## config.mk

```make
export PLATFORM = sky130hd
export DESIGN_NAME = busdiag_monitor
export DESIGN_NICKNAME = d
export VERILOG_FILES = /design/src/rtl/busdiag_pkg.sv /design/src/rtl/busdiag_dclk_gen.sv /design/src/rtl/busdiag_edge_watch.sv /design/src/rtl/busdiag_dom_run.sv /design/src/rtl/busdiag_tx_cmp.sv /design/src/rtl/busdiag_monitor.sv
export SDC_FILE = /design/constraint.sdc
export NUM_CORES = 1
export LEC_CHECK = 0
export ABC_AREA = 1
export BUFFER_PORTS_ARGS = -buffer_cell sky130_fd_sc_hd__buf_2
export CORE_MARGIN = 2
export CORE_UTILIZATION = 55
export CTS_CLUSTER_SIZE = 30
export DETAILED_ROUTE_END_ITERATION = 12
export PLACE_DENSITY_LB_ADDON = 0.08
export SLEW_MARGIN = 20
export SYNTH_ARGS = -nofsm -noshare
export SYNTH_HDL_FRONTEND = slang
export SYNTH_SLANG_ARGS = --single-unit
```

## constraint.sdc

```tcl
create_clock -name clk -period 3.9 [get_ports clk]
set_clock_uncertainty 0.1 [all_clocks]
set_input_delay 0.585 -clock clk [delete_from_list [all_inputs] [get_ports clk]]
set_output_delay 0.585 -clock clk [all_outputs]
set_load 0.1 [all_outputs]
```

## src/rtl/busdiag_pkg.sv

```systemverilog
package busdiag_pkg;
  typedef enum logic [2:0] {
    ST_NOM = 3'b000,
    ST_L1  = 3'b001,
    ST_L2  = 3'b010,
    ST_MAJ = 3'b111
  } diag_st_t;

  localparam logic [1:0] SEL_AUTO = 2'd0;
endpackage

```

## src/rtl/busdiag_dclk_gen.sv

```systemverilog
// Diagnosis clock source: divider on the timeslot strobe, or a manual strobe
module busdiag_dclk_gen #(
  parameter int DIVW = 8
) (
  input  logic            clk,
  input  logic            rst,
  input  logic            ts_tick,
  input  logic [DIVW-1:0] div_val,
  input  logic            man_strobe,
  output logic            dclk
);
  localparam logic [DIVW-1:0] ONE = DIVW'(1);

  logic [DIVW-1:0] cnt;
  logic            manual;
  logic            wrap;

  assign manual = (div_val == '0);
  assign wrap   = (cnt >= div_val - ONE);

  always_comb begin
    if (manual) dclk = man_strobe;
    else        dclk = ts_tick && wrap;
  end

  always_ff @(posedge clk) begin
    if (rst || manual) begin
      cnt <= '0;
    end else if (ts_tick) begin
      cnt <= wrap ? '0 : cnt + ONE;
    end
  end
endmodule

```

## src/rtl/busdiag_edge_watch.sv

```systemverilog
// Counts bus transitions per diagnosis period and judges the traffic
module busdiag_edge_watch #(
  parameter int EDGE_MIN = 4
) (
  input  logic clk,
  input  logic rst,
  input  logic bus,
  input  logic dclk,
  output logic starve,
  output logic healthy
);
  localparam int CW = $clog2(EDGE_MIN + 1);

  logic          bus_q;
  logic          bus_edge;
  logic [CW-1:0] cnt;
  logic [CW:0]   total;
  logic          enough;

  assign bus_edge = bus ^ bus_q;
  assign total    = {1'b0, cnt} + {{CW{1'b0}}, bus_edge};
  assign enough   = (total >= (CW+1)'(EDGE_MIN));
  assign starve   = dclk && !enough;
  assign healthy  = dclk && enough;

  always_ff @(posedge clk) begin
    if (rst) begin
      bus_q <= 1'b0;
      cnt   <= '0;
    end else begin
      bus_q <= bus;
      if (dclk)
        cnt <= '0;
      else if (bus_edge && (cnt < CW'(EDGE_MIN)))
        cnt <= cnt + CW'(1);
    end
  end
endmodule

```

## src/rtl/busdiag_dom_run.sv

```systemverilog
// Consecutive dominant timeslot counter
module busdiag_dom_run #(
  parameter int RUN_LIM = 8
) (
  input  logic clk,
  input  logic rst,
  input  logic ts_tick,
  input  logic bus,
  output logic stuck
);
  localparam int CW = $clog2(RUN_LIM);
  localparam logic [CW-1:0] TOP = CW'(RUN_LIM - 1);

  logic [CW-1:0] run;

  assign stuck = ts_tick && bus && (run == TOP);

  always_ff @(posedge clk) begin
    if (rst) begin
      run <= '0;
    end else if (ts_tick) begin
      if (!bus)           run <= '0;
      else if (run != TOP) run <= run + CW'(1);
    end
  end
endmodule

```

## src/rtl/busdiag_tx_cmp.sv

```systemverilog
// Cross-check of both received lines against the delayed transmit level
module busdiag_tx_cmp #(
  parameter int FILT_DLY = 2
) (
  input  logic clk,
  input  logic rst,
  input  logic tip,
  input  logic tx_dom,
  input  logic line1_dom,
  input  logic line2_dom,
  output logic bad1,
  output logic bad2
);
  localparam int TW = FILT_DLY + 1;

  logic [FILT_DLY-1:0] tip_sh;
  logic [TW-1:0]       tx_sh;
  logic                tip_d;
  logic                tx_d;
  logic                tx_p;
  logic                window;

  assign tip_d  = tip_sh[FILT_DLY-1];
  assign tx_d   = tx_sh[FILT_DLY-1];
  assign tx_p   = tx_sh[FILT_DLY];
  assign window = tip_d && (tx_d || tx_p);
  assign bad1   = window && !line1_dom && line2_dom;
  assign bad2   = window && line1_dom && !line2_dom;

  always_ff @(posedge clk) begin
    if (rst) begin
      tip_sh <= '0;
      tx_sh  <= '0;
    end else begin
      tip_sh <= (tip_sh << 1) | FILT_DLY'(tip);
      tx_sh  <= (tx_sh << 1) | TW'(tx_dom);
    end
  end
endmodule

```

## src/rtl/busdiag_monitor.sv

```systemverilog
module busdiag_monitor
  import busdiag_pkg::*;
#(
  parameter int DIVW     = 8,
  parameter int EDGE_MIN = 4,
  parameter int RUN_LIM  = 8,
  parameter int FILT_DLY = 2
) (
  input  logic            clk,
  input  logic            rst,
  input  logic            ts_tick,
  input  logic            line1_dom,
  input  logic            line2_dom,
  input  logic            tx_dom,
  input  logic            tip,
  input  logic            ri_pulse,
  input  logic [1:0]      sel_mode,
  input  logic [DIVW-1:0] div_val,
  input  logic            man_strobe,
  output logic [2:0]      status
);
  logic     bus;
  logic     dclk;
  logic     starve;
  logic     healthy;
  logic     stuck;
  logic     bad1;
  logic     bad2;
  logic     auto_sel;
  diag_st_t st_q;
  diag_st_t st_d;

  assign bus      = line1_dom | line2_dom;
  assign auto_sel = (sel_mode == SEL_AUTO);

  busdiag_dclk_gen #(.DIVW(DIVW)) u_dclk (
    .clk(clk), .rst(rst), .ts_tick(ts_tick), .div_val(div_val),
    .man_strobe(man_strobe), .dclk(dclk)
  );

  busdiag_edge_watch #(.EDGE_MIN(EDGE_MIN)) u_edge (
    .clk(clk), .rst(rst), .bus(bus), .dclk(dclk),
    .starve(starve), .healthy(healthy)
  );

  busdiag_dom_run #(.RUN_LIM(RUN_LIM)) u_run (
    .clk(clk), .rst(rst), .ts_tick(ts_tick), .bus(bus), .stuck(stuck)
  );

  busdiag_tx_cmp #(.FILT_DLY(FILT_DLY)) u_cmp (
    .clk(clk), .rst(rst), .tip(tip), .tx_dom(tx_dom),
    .line1_dom(line1_dom), .line2_dom(line2_dom), .bad1(bad1), .bad2(bad2)
  );

  // Priority: major causes, then recovery, then line blame
  always_comb begin
    st_d = st_q;
    if (stuck || starve) begin
      st_d = ST_MAJ;
    end else if (auto_sel && healthy) begin
      st_d = ST_NOM;
    end else if (!auto_sel && ri_pulse) begin
      st_d = ST_NOM;
    end else if (bad1) begin
      case (st_q)
        ST_NOM:  st_d = ST_L1;
        ST_L2:   st_d = ST_MAJ;
        default: st_d = st_q;
      endcase
    end else if (bad2) begin
      case (st_q)
        ST_NOM:  st_d = ST_L2;
        ST_L1:   st_d = ST_MAJ;
        default: st_d = st_q;
      endcase
    end
  end

  always_ff @(posedge clk) begin
    if (rst) st_q <= ST_NOM;
    else     st_q <= st_d;
  end

  assign status = st_q;
endmodule

```

==> flow_summary.yaml <==
power_and_ir_drop:
  power_density_nw_per_um2: 281
  power_frac_seq: 0.552
  swShare: 0.309
  max-vdd-ir-drop_uv: 258
  clkPwrFrac: 0.244
  p_switching_w: 0.000143
  internal_power_w: 0.000319
  leakagePower_nw: 0.815
  power_frac_comb: 0.204
run_status:
  outcome: "finished clean"
synthesis:
  synthTopCellsByArea: "dfxtp_1 31%, ha_1 12%, nand2_1 10%"
  synth_area_per_cell_um2: 7.38
  ys_top_cells_by_count: "40 x nand2_1, 26 x nor2_1, 25 x inv_1, 23 x dfxtp_1, 14 x ha_1"
  synth_top_area_share: 0.311
  ys_types: 36
  syn_area_um2: 1480
  ys.flop_type: "dfxtp_1"
  synth-edff-count: 0
  syn-instance-count: 201
  yosysSeqAreaShare: 0.311
  yosys_warnings: 0
  synth.most_common_cell: "nand2_1"
  async_flop_share: 0
  yosys.area.top_type: "dfxtp_1"
  ys_ff_latch: 23
  synth_fp_nets: 234
cts:
  htree_levels: 1
  cts_buffer_depth: 2
  cts_buffers: 3
  postCtsHoldBufs: 0
  clkSinkCount: 23
  postCtsSetupBuffers: 0
  clock_latency_ps: 320
  path_clk_slew_ps: 130
  cts_resized: 0
  cts-root-buf: "clkbuf_4"
  tritoncts: "done"
routing:
  drc: 0
  antenna_left: 0
  drt_pass1_iterations: 4
  wire_per_inst_um: 10.7
  vias: 1288
  viasPerCell: 5.07
  finalWirelength_um: 2730
  drt_iter0_drc: 31
placement:
  hpwl_um: 2250
  pre_cts_ws_ps: 743
  globalplace.congestion: 0.773
  portBuffers: 21
setup_path:
  reg2reg_from: "u_dclk.cnt[3]"
  rrSetupSlack_ps: 1840
  worst-setup-path-type: "input port to register"
  startpoint_type: "input port"
  cp_cell_sequence: "buf_2 -> nor2_1 -> nand2_1 -> or3_1 -> nor3_1 -> xor2_1 -> ha_1 -> a21o_1 -> nor2_1 -> nand2_1 -> nand3_2 -> nand2_1 -> a21boi_1 -> o21ai_0 -> nor2_1 -> nor2_1"
  crit_start: "div_val[2]"
  cp_common_cell: "nor2_1"
  crit_path_end: "status[1]"
  r2r_cells: 13
  cp_slowest_stage_delay_ps: 350
  crit_cells: 16
  crit_buf_inv: 1
  cp_max_fo: 3
  cp_top_family: "simple AND/OR/NAND/NOR gates"
  cp.arrival_ps: 2950
  r2r_end: "status[1]"
  worst_setup_path_end_kind: "register"
  cp_slowest_cell: "or3_1"
  required_ps: 4030
sta:
  timing.fmax_mhz: 354
  setup_viol_count_final: 0
  rsz0062_at_grt: "no"
  hold_violations: 0
  maxSlewViolCount: 0
  period_share: 0.724
  fin_ws_ps: 1080
  period_needed_ps: 2820
  whs_ps: 311
  relSlewSlack: 0.675
  worst_slew_pin_slew_ps: 490
  fin_setup_tns_ps: 0
floorplan:
  rows: 18
  die_x_um: 55.9
  initial_utilization: 0.588
  dieArea_um2: 3130
  fp.dieH_um: 55.9
  core_um2: 2520
  ios: 22
layout:
  area_growth_syn_to_layout_pct: 10.9
  drive_above_1_share: 0.214
  final_nets: 258
  num-fill-cells: 240
  fin_util: 0.652
  diodes: 0
worst_hold_path:
  hp-class: "register to register"
grt:
  grt_pass1_wl_um: 4880
  busiest_layer: "met2"
  grt_use_met2: 0.327
  grt_use_total: 0.191
  met1_usage: 0.241
  antenna_found_initial: 0
  grt_overflow_total: 0
  grtUsageMet3: 0.0372
  grt_max_degree: 14
  grt_pass1_vias: 1214
job:
  drv_cap: 0
## worst min-delay path by stage
| stage | start | end | slack (ps) | cells after the start |
|---|---|---|---|---|
| finish | u_cmp.tip_sh[0] | u_cmp.tip_sh[1] | 310 | 2 |
| global route | u_cmp.tx_sh[0] | u_cmp.tx_sh[1] | 340 | 2 |
| CTS | u_cmp.tip_sh[0] | u_cmp.tip_sh[1] | 310 | 2 |
| detailed placement | u_cmp.tip_sh[0] | u_cmp.tip_sh[1] | 290 | 2 |
| global placement | u_cmp.tx_sh[0] | u_cmp.tx_sh[1] | 290 | 2 |
| floorplan | u_cmp.tip_sh[0] | u_cmp.tip_sh[1] | 290 | 2 |
## metrics by stage
stage / cells / power (W) / area, µm²
after floorplan: 201 / 0.000329 / 1480
after global placement: 250 / 0.000350 / 1620
after detailed placement: 250 / 0.000356 / 1620
after CTS: 254 / 0.000465 / 1640
after global routing: 254 / 0.000490 / 1640
final: 254 / 0.000462 / 1640
## sequential cells by signal, summed over array words and instances (netlist names)
register and count:
status 3, u_cmp.tip_sh 2, u_cmp.tx_sh 3, u_dclk.cnt 8
u_edge.bus_q 1, u_edge.cnt 3, u_run.run 3
## worst reg2reg max path, delay by kind of cell, from the launching register on
| kind | cells | cell delay [ps] |
|---|---|---|
| flip-flops | 1 | 450 |
| AND/OR/NAND/NOR | 10 | 780 |
| AO/OA/AOI/OAI | 2 | 360 |
| adder cells (fa/ha/maj) | 1 | 280 |
## kinds of logic (layout without fill, tap and decap cells)
kind of cell    Yosys count  in the layout  synth area share
compound gates           20             20            0.0861
xor+xnor                 12             12            0.0760
fa+ha+maj                14             14             0.118
buf+inv                  30             53            0.0768
flops                    23             23             0.311
simple gates            102            102             0.332
## area by class of cell
type                            count  area (µm²)  share of cell area
Multi-Input combinational cell    148         908               0.553
Clock inverter                      1        5.00             0.00304
Timing Repair Buffer               21         105              0.0639
Tap cell                           30        37.5              0.0228
Sequential cell                    23         460               0.280
Inverter                           28         105              0.0639
Clock buffer                        3        22.5              0.0137
## cell usage in the layout, fill, tap and decap left out, drive strengths merged, types with 7 or more instances in the layout
master and n:
o21ai 7, nand3 12, nor2 32, xor2 7, nand2 44, buf 21, inv 28, a21oi 9
ha 14, dfxtp 23
## power by group through the flow
stage / Clock [W] / Sequential, W / Combinational (W)
floorplan: 0 / 0.000270 / 0.0000585
global placement: 0 / 0.000259 / 0.0000903
detailed placement: 0 / 0.000260 / 0.0000953
CTS: 0.000114 / 0.000255 / 0.0000956
global route: 0.000124 / 0.000257 / 0.000109
finish: 0.000113 / 0.000255 / 0.0000944
## layer usage
layer / up-vias / wire [µm]
met5: - / 0
met4: 0 / 26
met3: 5 / 122
met2: 21 / 1330
met1: 576 / 1250
li1: 686 / -
No activity file was read; power rests on OpenSTA's default activity.
